<file path="config.mk">
export PLATFORM = sky130hd
export DESIGN_NAME = scaled_store_unit
export DESIGN_NICKNAME = d
export VERILOG_FILES = /design/src/rtl/ssu_pkg.sv /design/src/rtl/ssu_agen.sv /design/src/rtl/ssu_check.sv /design/src/rtl/ssu_lane_fmt.sv /design/src/rtl/scaled_store_unit.sv
export SDC_FILE = /design/constraint.sdc
export NUM_CORES = 1
export LEC_CHECK = 0
export BUFFER_PORTS_ARGS = -buffer_cell sky130_fd_sc_hd__buf_2
export CORE_MARGIN = 4
export CORE_UTILIZATION = 36
export DETAILED_ROUTE_END_ITERATION = 16
export PLACE_DENSITY_LB_ADDON = 0.2
export SYNTH_ARGS = -nofsm -noshare
export SYNTH_HDL_FRONTEND = slang
export SYNTH_SLANG_ARGS = --single-unit
</file>
<file path="constraint.sdc">
create_clock -name clk -period 4.9 [get_ports clk]
set_input_delay 0.245 -clock clk [delete_from_list [all_inputs] [get_ports clk]]
set_output_delay 0.245 -clock clk [all_outputs]
set_load 0.005 [all_outputs]
</file>
<file path="src/rtl/ssu_pkg.sv">
package ssu_pkg;
  localparam int unsigned SSU_AW  = 64;
  localparam int unsigned SSU_DW  = 64;
  localparam int unsigned SSU_SHW = 2;

  typedef enum logic [1:0] {
    SZ_BYTE = 2'd0,
    SZ_HALF = 2'd1,
    SZ_WORD = 2'd2,
    SZ_DBL  = 2'd3
  } ssu_size_e;

  // byte count of an access, width w
  function automatic logic [4:0] ssu_nbytes(input ssu_size_e s);
    return 5'd1 << s;
  endfunction
endpackage

</file>
<file path="src/rtl/ssu_agen.sv">
module ssu_agen #(
  parameter int unsigned AW  = 64,
  parameter int unsigned SHW = 2
) (
  input  logic [AW-1:0]  base,
  input  logic [AW-1:0]  index,
  input  logic [SHW-1:0] shift,
  input  logic           base_zero,
  output logic [AW-1:0]  ea
);
  localparam int unsigned AMT_W = SHW + 1;

  logic [AW-1:0]    base_op;
  logic [AMT_W-1:0] amt;

  always_comb begin
    base_op = base_zero ? '0 : base;
    amt     = {1'b0, shift} + AMT_W'(1);
    ea      = base_op + (index << amt);
  end
endmodule

</file>
<file path="src/rtl/ssu_check.sv">
module ssu_check #(
  parameter int unsigned LANES = 8,
  parameter int unsigned OFF_W = $clog2(LANES)
) (
  input  ssu_pkg::ssu_size_e size,
  input  logic               brev,
  input  logic               update,
  input  logic               base_is_r0,
  input  logic [OFF_W-1:0]   offset,
  output logic               invalid,
  output logic               misaligned,
  output logic [LANES-1:0]   strb
);
  localparam int unsigned CW = OFF_W + 2;

  logic [CW-1:0] nb;
  logic [CW-1:0] reach;

  always_comb begin
    nb         = CW'(ssu_pkg::ssu_nbytes(size));
    reach      = CW'(offset) + nb;
    misaligned = reach > CW'(LANES);
    invalid    = (update && base_is_r0) || (brev && update) ||
                 (brev && size == ssu_pkg::SZ_BYTE);
  end

  for (genvar gi = 0; gi < LANES; gi++) begin : g_strb
    assign strb[gi] = (CW'(gi) >= CW'(offset)) && (CW'(gi) < reach);
  end
endmodule

</file>
<file path="src/rtl/ssu_lane_fmt.sv">
module ssu_lane_fmt #(
  parameter int unsigned LANES = 8,
  parameter int unsigned OFF_W = $clog2(LANES)
) (
  input  logic [8*LANES-1:0] src,
  input  ssu_pkg::ssu_size_e size,
  input  logic               brev,
  input  logic [OFF_W-1:0]   offset,
  output logic [8*LANES-1:0] wdata
);
  localparam int unsigned KW = OFF_W + 2;

  logic [KW-1:0] nb;
  assign nb = KW'(ssu_pkg::ssu_nbytes(size));

  for (genvar gi = 0; gi < LANES; gi++) begin : g_lane
    logic [KW-1:0] k;
    logic [KW-1:0] pick;
    logic [7:0]    lane_b;
    always_comb begin
      // position of this lane inside the stored field (wraps high when before it)
      k      = KW'(gi) - KW'(offset);
      pick   = brev ? k : (nb - KW'(1) - k);
      lane_b = 8'h00;
      if (k < nb) lane_b = src[8*pick[OFF_W-1:0] +: 8];
    end
    assign wdata[8*gi +: 8] = lane_b;
  end
endmodule

</file>
<file path="src/rtl/scaled_store_unit.sv">
module scaled_store_unit #(
  parameter int unsigned AW  = ssu_pkg::SSU_AW,
  parameter int unsigned DW  = ssu_pkg::SSU_DW,
  parameter int unsigned SHW = ssu_pkg::SSU_SHW
) (
  input  logic          clk,
  input  logic          rst_n,
  input  logic          req_valid,
  output logic          req_ready,
  input  logic [AW-1:0] req_base,
  input  logic [AW-1:0] req_index,
  input  logic [DW-1:0] req_src,
  input  logic [SHW-1:0] req_shift,
  input  logic [1:0]    req_size,
  input  logic          req_brev,
  input  logic          req_update,
  input  logic          req_base_is_r0,
  output logic          mem_valid,
  input  logic          mem_ready,
  output logic [AW-1:0] mem_addr,
  output logic [DW-1:0] mem_wdata,
  output logic [DW/8-1:0] mem_strb,
  output logic          wb_valid,
  output logic [AW-1:0] wb_addr,
  output logic          err_valid,
  output logic          err_invalid,
  output logic          err_misaligned
);
  localparam int unsigned LANES = DW / 8;
  localparam int unsigned OFF_W = $clog2(LANES);

  ssu_pkg::ssu_size_e size_e;
  assign size_e = ssu_pkg::ssu_size_e'(req_size);

  logic [AW-1:0]    ea;
  logic [LANES-1:0] strb_c;
  logic [DW-1:0]    wdata_c;
  logic             inv_c, mis_c;

  ssu_agen #(.AW(AW), .SHW(SHW)) i_agen (
    .base      (req_base),
    .index     (req_index),
    .shift     (req_shift),
    .base_zero (req_base_is_r0 && !req_update),
    .ea        (ea)
  );

  ssu_check #(.LANES(LANES), .OFF_W(OFF_W)) i_check (
    .size       (size_e),
    .brev       (req_brev),
    .update     (req_update),
    .base_is_r0 (req_base_is_r0),
    .offset     (ea[OFF_W-1:0]),
    .invalid    (inv_c),
    .misaligned (mis_c),
    .strb       (strb_c)
  );

  ssu_lane_fmt #(.LANES(LANES), .OFF_W(OFF_W)) i_fmt (
    .src    (req_src),
    .size   (size_e),
    .brev   (req_brev),
    .offset (ea[OFF_W-1:0]),
    .wdata  (wdata_c)
  );

  // single output stage
  logic             q_valid, q_err, q_wb, q_inv, q_mis;
  logic [AW-1:0]    q_ea;
  logic [DW-1:0]    q_data;
  logic [LANES-1:0] q_strb;
  logic             accept;

  assign req_ready = !q_valid && !q_err;
  assign accept    = req_valid && req_ready;

  always_ff @(posedge clk) begin
    if (!rst_n) begin
      q_valid <= 1'b0;
      q_err   <= 1'b0;
      q_wb    <= 1'b0;
      q_inv   <= 1'b0;
      q_mis   <= 1'b0;
      q_ea    <= '0;
      q_data  <= '0;
      q_strb  <= '0;
    end else if (accept) begin
      q_valid <= !(inv_c || mis_c);
      q_err   <= inv_c || mis_c;
      q_wb    <= req_update;
      q_inv   <= inv_c;
      q_mis   <= mis_c;
      q_ea    <= ea;
      q_data  <= wdata_c;
      q_strb  <= strb_c;
    end else begin
      q_err <= 1'b0;
      if (q_valid && mem_ready) q_valid <= 1'b0;
    end
  end

  assign mem_valid      = q_valid;
  assign mem_addr       = {q_ea[AW-1:OFF_W], OFF_W'(0)};
  assign mem_wdata      = q_data;
  assign mem_strb       = q_strb;
  assign wb_valid       = q_valid && mem_ready && q_wb;
  assign wb_addr        = q_ea;
  assign err_valid      = q_err;
  assign err_invalid    = q_err && q_inv;
  assign err_misaligned = q_err && q_mis;

  p_hold_stable_r8: assert property (@(posedge clk) disable iff (!rst_n)
    (mem_valid && !mem_ready) |=> (mem_valid && $stable(mem_addr) &&
                                   $stable(mem_wdata) && $stable(mem_strb)));

  p_busy_blocks_r8: assert property (@(posedge clk) disable iff (!rst_n)
    (mem_valid || err_valid) |-> !req_ready);

  p_result_next_r8: assert property (@(posedge clk) disable iff (!rst_n)
    (req_valid && req_ready) |=> (mem_valid || err_valid));

  p_err_pulse_r10: assert property (@(posedge clk) disable iff (!rst_n)
    err_valid |=> (!err_valid && req_ready));

  p_err_no_write_r6: assert property (@(posedge clk) disable iff (!rst_n)
    err_valid |-> (!mem_valid && !wb_valid));

  p_wb_on_done_r9: assert property (@(posedge clk) disable iff (!rst_n)
    wb_valid |-> (mem_valid && mem_ready));

  p_strb_size_r3: assert property (@(posedge clk) disable iff (!rst_n)
    mem_valid |-> ($countones(mem_strb) == 1 || $countones(mem_strb) == 2 ||
                   $countones(mem_strb) == 4 || $countones(mem_strb) == 8));
endmodule

</file>
==> metrics.sh <==
OUTCOME='finished clean'
LAYOUT_SETUP_WS_NS=0.601
FINAL.PERIOD_UTILIZATION_PCT=87.7
YS_DOMINANT_REG_CELL='sky130_fd_sc_hd__dfxtp_1'
CRITICAL_PATH_CLASS='in2reg'
TIMING.CRITICAL_PATH.FROM_TYPE='primary input'
FINALNONFILLERCELLS=2748
OVERFLOW=0
FINALNETCOUNT=2498
SETUP-VIOLATIONS-FINAL=0
CRIT_CHAIN='buf_2, ha_2, buf_12, mux2_2, mux4_2, ha_1, and4_1, nor2b_1, nand3_1, a211oi_1, o21ai_1, a31oi_1, o21ai_1, a2111oi_0, a311o_1'
DRIVE_ABOVE_1_SHARE_PCT=28.4
ROUTE.DETAILED.DRC=0
PWR_DENSITY_CELL_nW_PER_UM2=356
DETAIL-ROUTE-ANTENNA-NETS=0
DESIGN.DIE.AREA_SQ_UM=44700
FIRST_GLOBAL_VIAS=14621
POST_CTS.RESIZED_INSTANCES=0
UNREPAIRED_SETUP_ENDPOINTS_AFTER_GLOBAL_ROUTING='false'
R2R.WORST_PATH.CELLS=9
CTS_ROOT_BUF='sky130_fd_sc_hd__clkbuf_16'
CTS_NUM_SINKS=141
ROW_COUNT=74
HOLDWS_NS=0.0703
HOLD_VIOL_FINAL=0
CTS.HTREE.LEVELS=4
PIN_COUNT=409
MAPPEDNETLISTAREA_SQ_UM=14900
CTS_HOLD_BUF=0
FINALWEIGHTEDCONGESTION=0.906
PLACE_HPWL_UM=46100
FINALWORSTPATHREQUIREDPERIOD_NS=4.30
TIMING_MAX_TRANSITION_VIOLATIONS_FINAL=0
SYNTH_TOP_FAMILY_BY_AREA='multiplexers'
FMAX_MHz=233
DRT-INITIAL-DRC-COUNT=1172
NETLIST_TOP_CELLS_AREA='sky130_fd_sc_hd__dfxtp_1 (19%), sky130_fd_sc_hd__mux2i_1 (9.8%), sky130_fd_sc_hd__ha_1 (7.3%)'
WORST_SETUP_HOLD_PATH_CLK_SLEW_NS=0.06
CP_SLOWEST_STAGE_DELAY_NS=0.48
DETAIL_ROUTE.FIRST_PASS.ITERATIONS=6
MAX_FO_CRITICAL_PATH=29
WORST_IR_DROP_VDD_mV=0.253
SLOWEST_STAGE='sky130_fd_sc_hd__mux4_2'
CAP_VIOLATIONS=0
SETUP-TNS-FINAL_NS=0
CP.REQUIRED_NS=5.29
WORSTSETUPPATHDEPTH=15
ASYNC_RESET_FF_SHARE_PCT=0
POST_SYNTH_MUX_AREA_SHARE_PCT=22.1
PLACEMENT.IO_BUFFERS=405
YOSYS.AREA_SHARE.XOR_XNOR_PCT=3.81
CRIT_BUF_INV=2
GRT_ANTENNA_BEFORE_REPAIR=0
AREA_FRACTION_IN_AND_OR_NAND_AND_NOR_CELLS_AFTER_SYNTHESIS_PCT=18.7
P_LEAK_nW=8.35
FINALCLOCKSKEW_NS=0.00723
WL_PER_CELL_UM=20.6
TRITONCTS_CLOCK_TREE='yes'
NETLIST-CELL-TYPE-COUNT=77
SYNTH_LARGEST_AREA_CELL='sky130_fd_sc_hd__dfxtp_1'
INSERTION_DELAY_NS=0.45
VIA_PER_INST=5.56
INITIAL_CORE_UTIL_PCT=36.4
POST_LAYOUT_UTILIZATION_OF_THE_CORE_PCT=43.4
GRT.TOTAL_USAGE_PCT=24.0
WORSTHOLDPATHTYPE='in2reg'
PLACE_INST=2715
POST_SYNTH.CELL_AREA_AVG_SQ_UM=7.80
CORE_AREA_SQ_UM=40900
CP-END-KIND='flip-flop'
DRT-TOTAL-WL_UM=56700
DIE_H_UM=212
CRITICAL-PATH-TOP-CELL-BY-COUNT='sky130_fd_sc_hd__o21ai_1'
SYNTH_EDF_COUNT=0
R2R_SLACK_NS=2.42
SYNTH-WARNING-COUNT=0
POST_SYNTH_INST_COUNT=1912
R2R_END='mem_wdata[16]'
GLOBAL_ROUTE_WIRE_LENGTH_BEFORE_REPAIR_UM=84600
SETUP_FIX_BUFS_POST_CTS=0
TIMING.RR.START='err_valid'
POST-PLACE-WS_NS=0.151
PATH_DELAY_FAMILY='compound AO/OA/AOI/OAI gates'
FILL_CELLS=4265
CLOCK_TREE.BUFFER_DEPTH=2
YS_SEQ_ELEMENTS=141
AREA_DELTA_SYNTH_FINAL_PCT=19.0
ROUTED-VIA-COUNT=15277
MAXSLEWHEADROOM_PCT=27.5
DIE_W_UM=212
YS_SEQ_AREA_SHARE_PCT=18.9
SYNTH_TOP_CELL_AREA_SHARE_PCT=18.9
WORSTMARGINPINSLEW_NS=1.08
SYNTH-ADDER-AREA-SHARE_PCT=8.11
SYNTH-COMPOUND-AREA-SHARE_PCT=21.0
GRT_MAX_DEGREE=97
CRIT_PATH_END='wb_addr[55]'
CP_STARTPOINT='req_shift[0]'
CLOCK_BUFFERS_CREATED_BY_TRITONCTS=17
CRIT_ARRIVAL_NS=4.69
==> power by group <==
part	internal [mW]	switching (mW)	total [mW]
clock	0.763	0.572	1.34
sequential	1.31	0.138	1.45
combinational	1.48	2.04	3.53
==> cell usage after synthesis (23+ instances only) <==
| cell type | number |
|---|---|
| sky130_fd_sc_hd__dfxtp_1 | 141 |
| sky130_fd_sc_hd__o21ai_0 | 75 |
| sky130_fd_sc_hd__nand2_1 | 218 |
| sky130_fd_sc_hd__a21oi_1 | 217 |
| sky130_fd_sc_hd__and2_1 | 87 |
| sky130_fd_sc_hd__inv_1 | 40 |
| sky130_fd_sc_hd__ha_1 | 87 |
| sky130_fd_sc_hd__xnor2_1 | 38 |
| sky130_fd_sc_hd__mux2_2 | 73 |
| sky130_fd_sc_hd__a211oi_1 | 23 |
| sky130_fd_sc_hd__clkbuf_1 | 95 |
| sky130_fd_sc_hd__nand4_1 | 27 |
| sky130_fd_sc_hd__o21bai_1 | 31 |
| sky130_fd_sc_hd__nor2_1 | 218 |
| sky130_fd_sc_hd__mux2i_1 | 146 |
| sky130_fd_sc_hd__mux4_2 | 45 |
| sky130_fd_sc_hd__xor2_1 | 25 |
| sky130_fd_sc_hd__a21o_1 | 44 |
| sky130_fd_sc_hd__buf_4 | 65 |
==> worst register-to-register path, stage by stage (launching register included) <==
cell and delay, ns:
sky130_fd_sc_hd__dfxtp_1 0.34, sky130_fd_sc_hd__nor2_1 0.23, sky130_fd_sc_hd__nand2_4 0.35, sky130_fd_sc_hd__buf_4 0.41
sky130_fd_sc_hd__nor2_1 0.27, sky130_fd_sc_hd__o221ai_1 0.19, sky130_fd_sc_hd__buf_4 0.24, sky130_fd_sc_hd__nor2_1 0.23
sky130_fd_sc_hd__a21oi_1 0.07, sky130_fd_sc_hd__nor2_1 0.09
==> registers in the layout, summed over array words and instances (netlist names) <==
register,flops
err_valid,1
mem_strb,8
mem_valid,1
mem_wdata,64
q_inv,1
q_mis,1
q_wb,1
wb_addr,64
==> cells in the final DEF (no fill, tap or decap), drive strengths merged, types with 27 or more instances in the layout <==
cell | netlist | routed
nand2 | 218 | 218
nor2 | 218 | 218
xnor2 | 39 | 39
o21ai | 82 | 82
mux2 | 73 | 73
nand4 | 27 | 27
ha | 87 | 87
mux2i | 146 | 146
o21bai | 31 | 31
a21oi | 218 | 218
inv | 41 | 41
dfxtp | 141 | 141
mux4 | 45 | 45
a21o | 44 | 44
and2 | 88 | 88
buf | 85 | 450
==> stage by stage <==
stage | power (mW) | instance area [sq um]
floorplan | 3.87 | 14900
global placement | 4.96 | 17200
detailed placement | 4.97 | 17200
CTS | 6.34 | 17700
global route | 6.71 | 17700
finish | 6.31 | 17700
==> worst min-delay path by stage <==
stage	startpoint	to	slack (ns)	cells after the start
floorplan	rst_n	wb_addr[2]	0.38	2
global placement	q_inv	q_inv	0.44	2
detailed placement	q_inv	q_inv	0.45	2
CTS	req_update	q_wb	0.04	3
global route	req_update	q_wb	0.06	3
finish	req_update	q_wb	0.07	3
==> final cells by class <==
class	count	area, sq um	share of cell area (%)
antenna	1	2.50	0.0141
clock buffer	19	443	2.50
clock inverter	13	140	0.790
inverter	43	164	0.924
multi-input combinational	1549	11100	62.3
sequential	141	2820	15.9
tap	532	666	3.75
timing repair buffer	450	2450	13.8
==> metal layers <==
metal / share of wire [%] / global-route usage (%)
met1: 44 / 31.9
met2: 48 / 41.4
met4: 2.1 / 6.51
met5: 0 / 0
met3: 5.9 / 2.98
==> cells by family (layout without fill, tap and decap cells) <==
logic type                 after synthesis  after routing
DFF                                    141            141
and+or+nand+nor                        626            626
muxes                                  264            264
buffers and inverters                  224            525
xor gates and xnor gates                64             64
adders and majority gates               93             93
other                                    1              4
AOI/OAI and AO/OA                      499            499
Power figures use the tool's default switching activity.
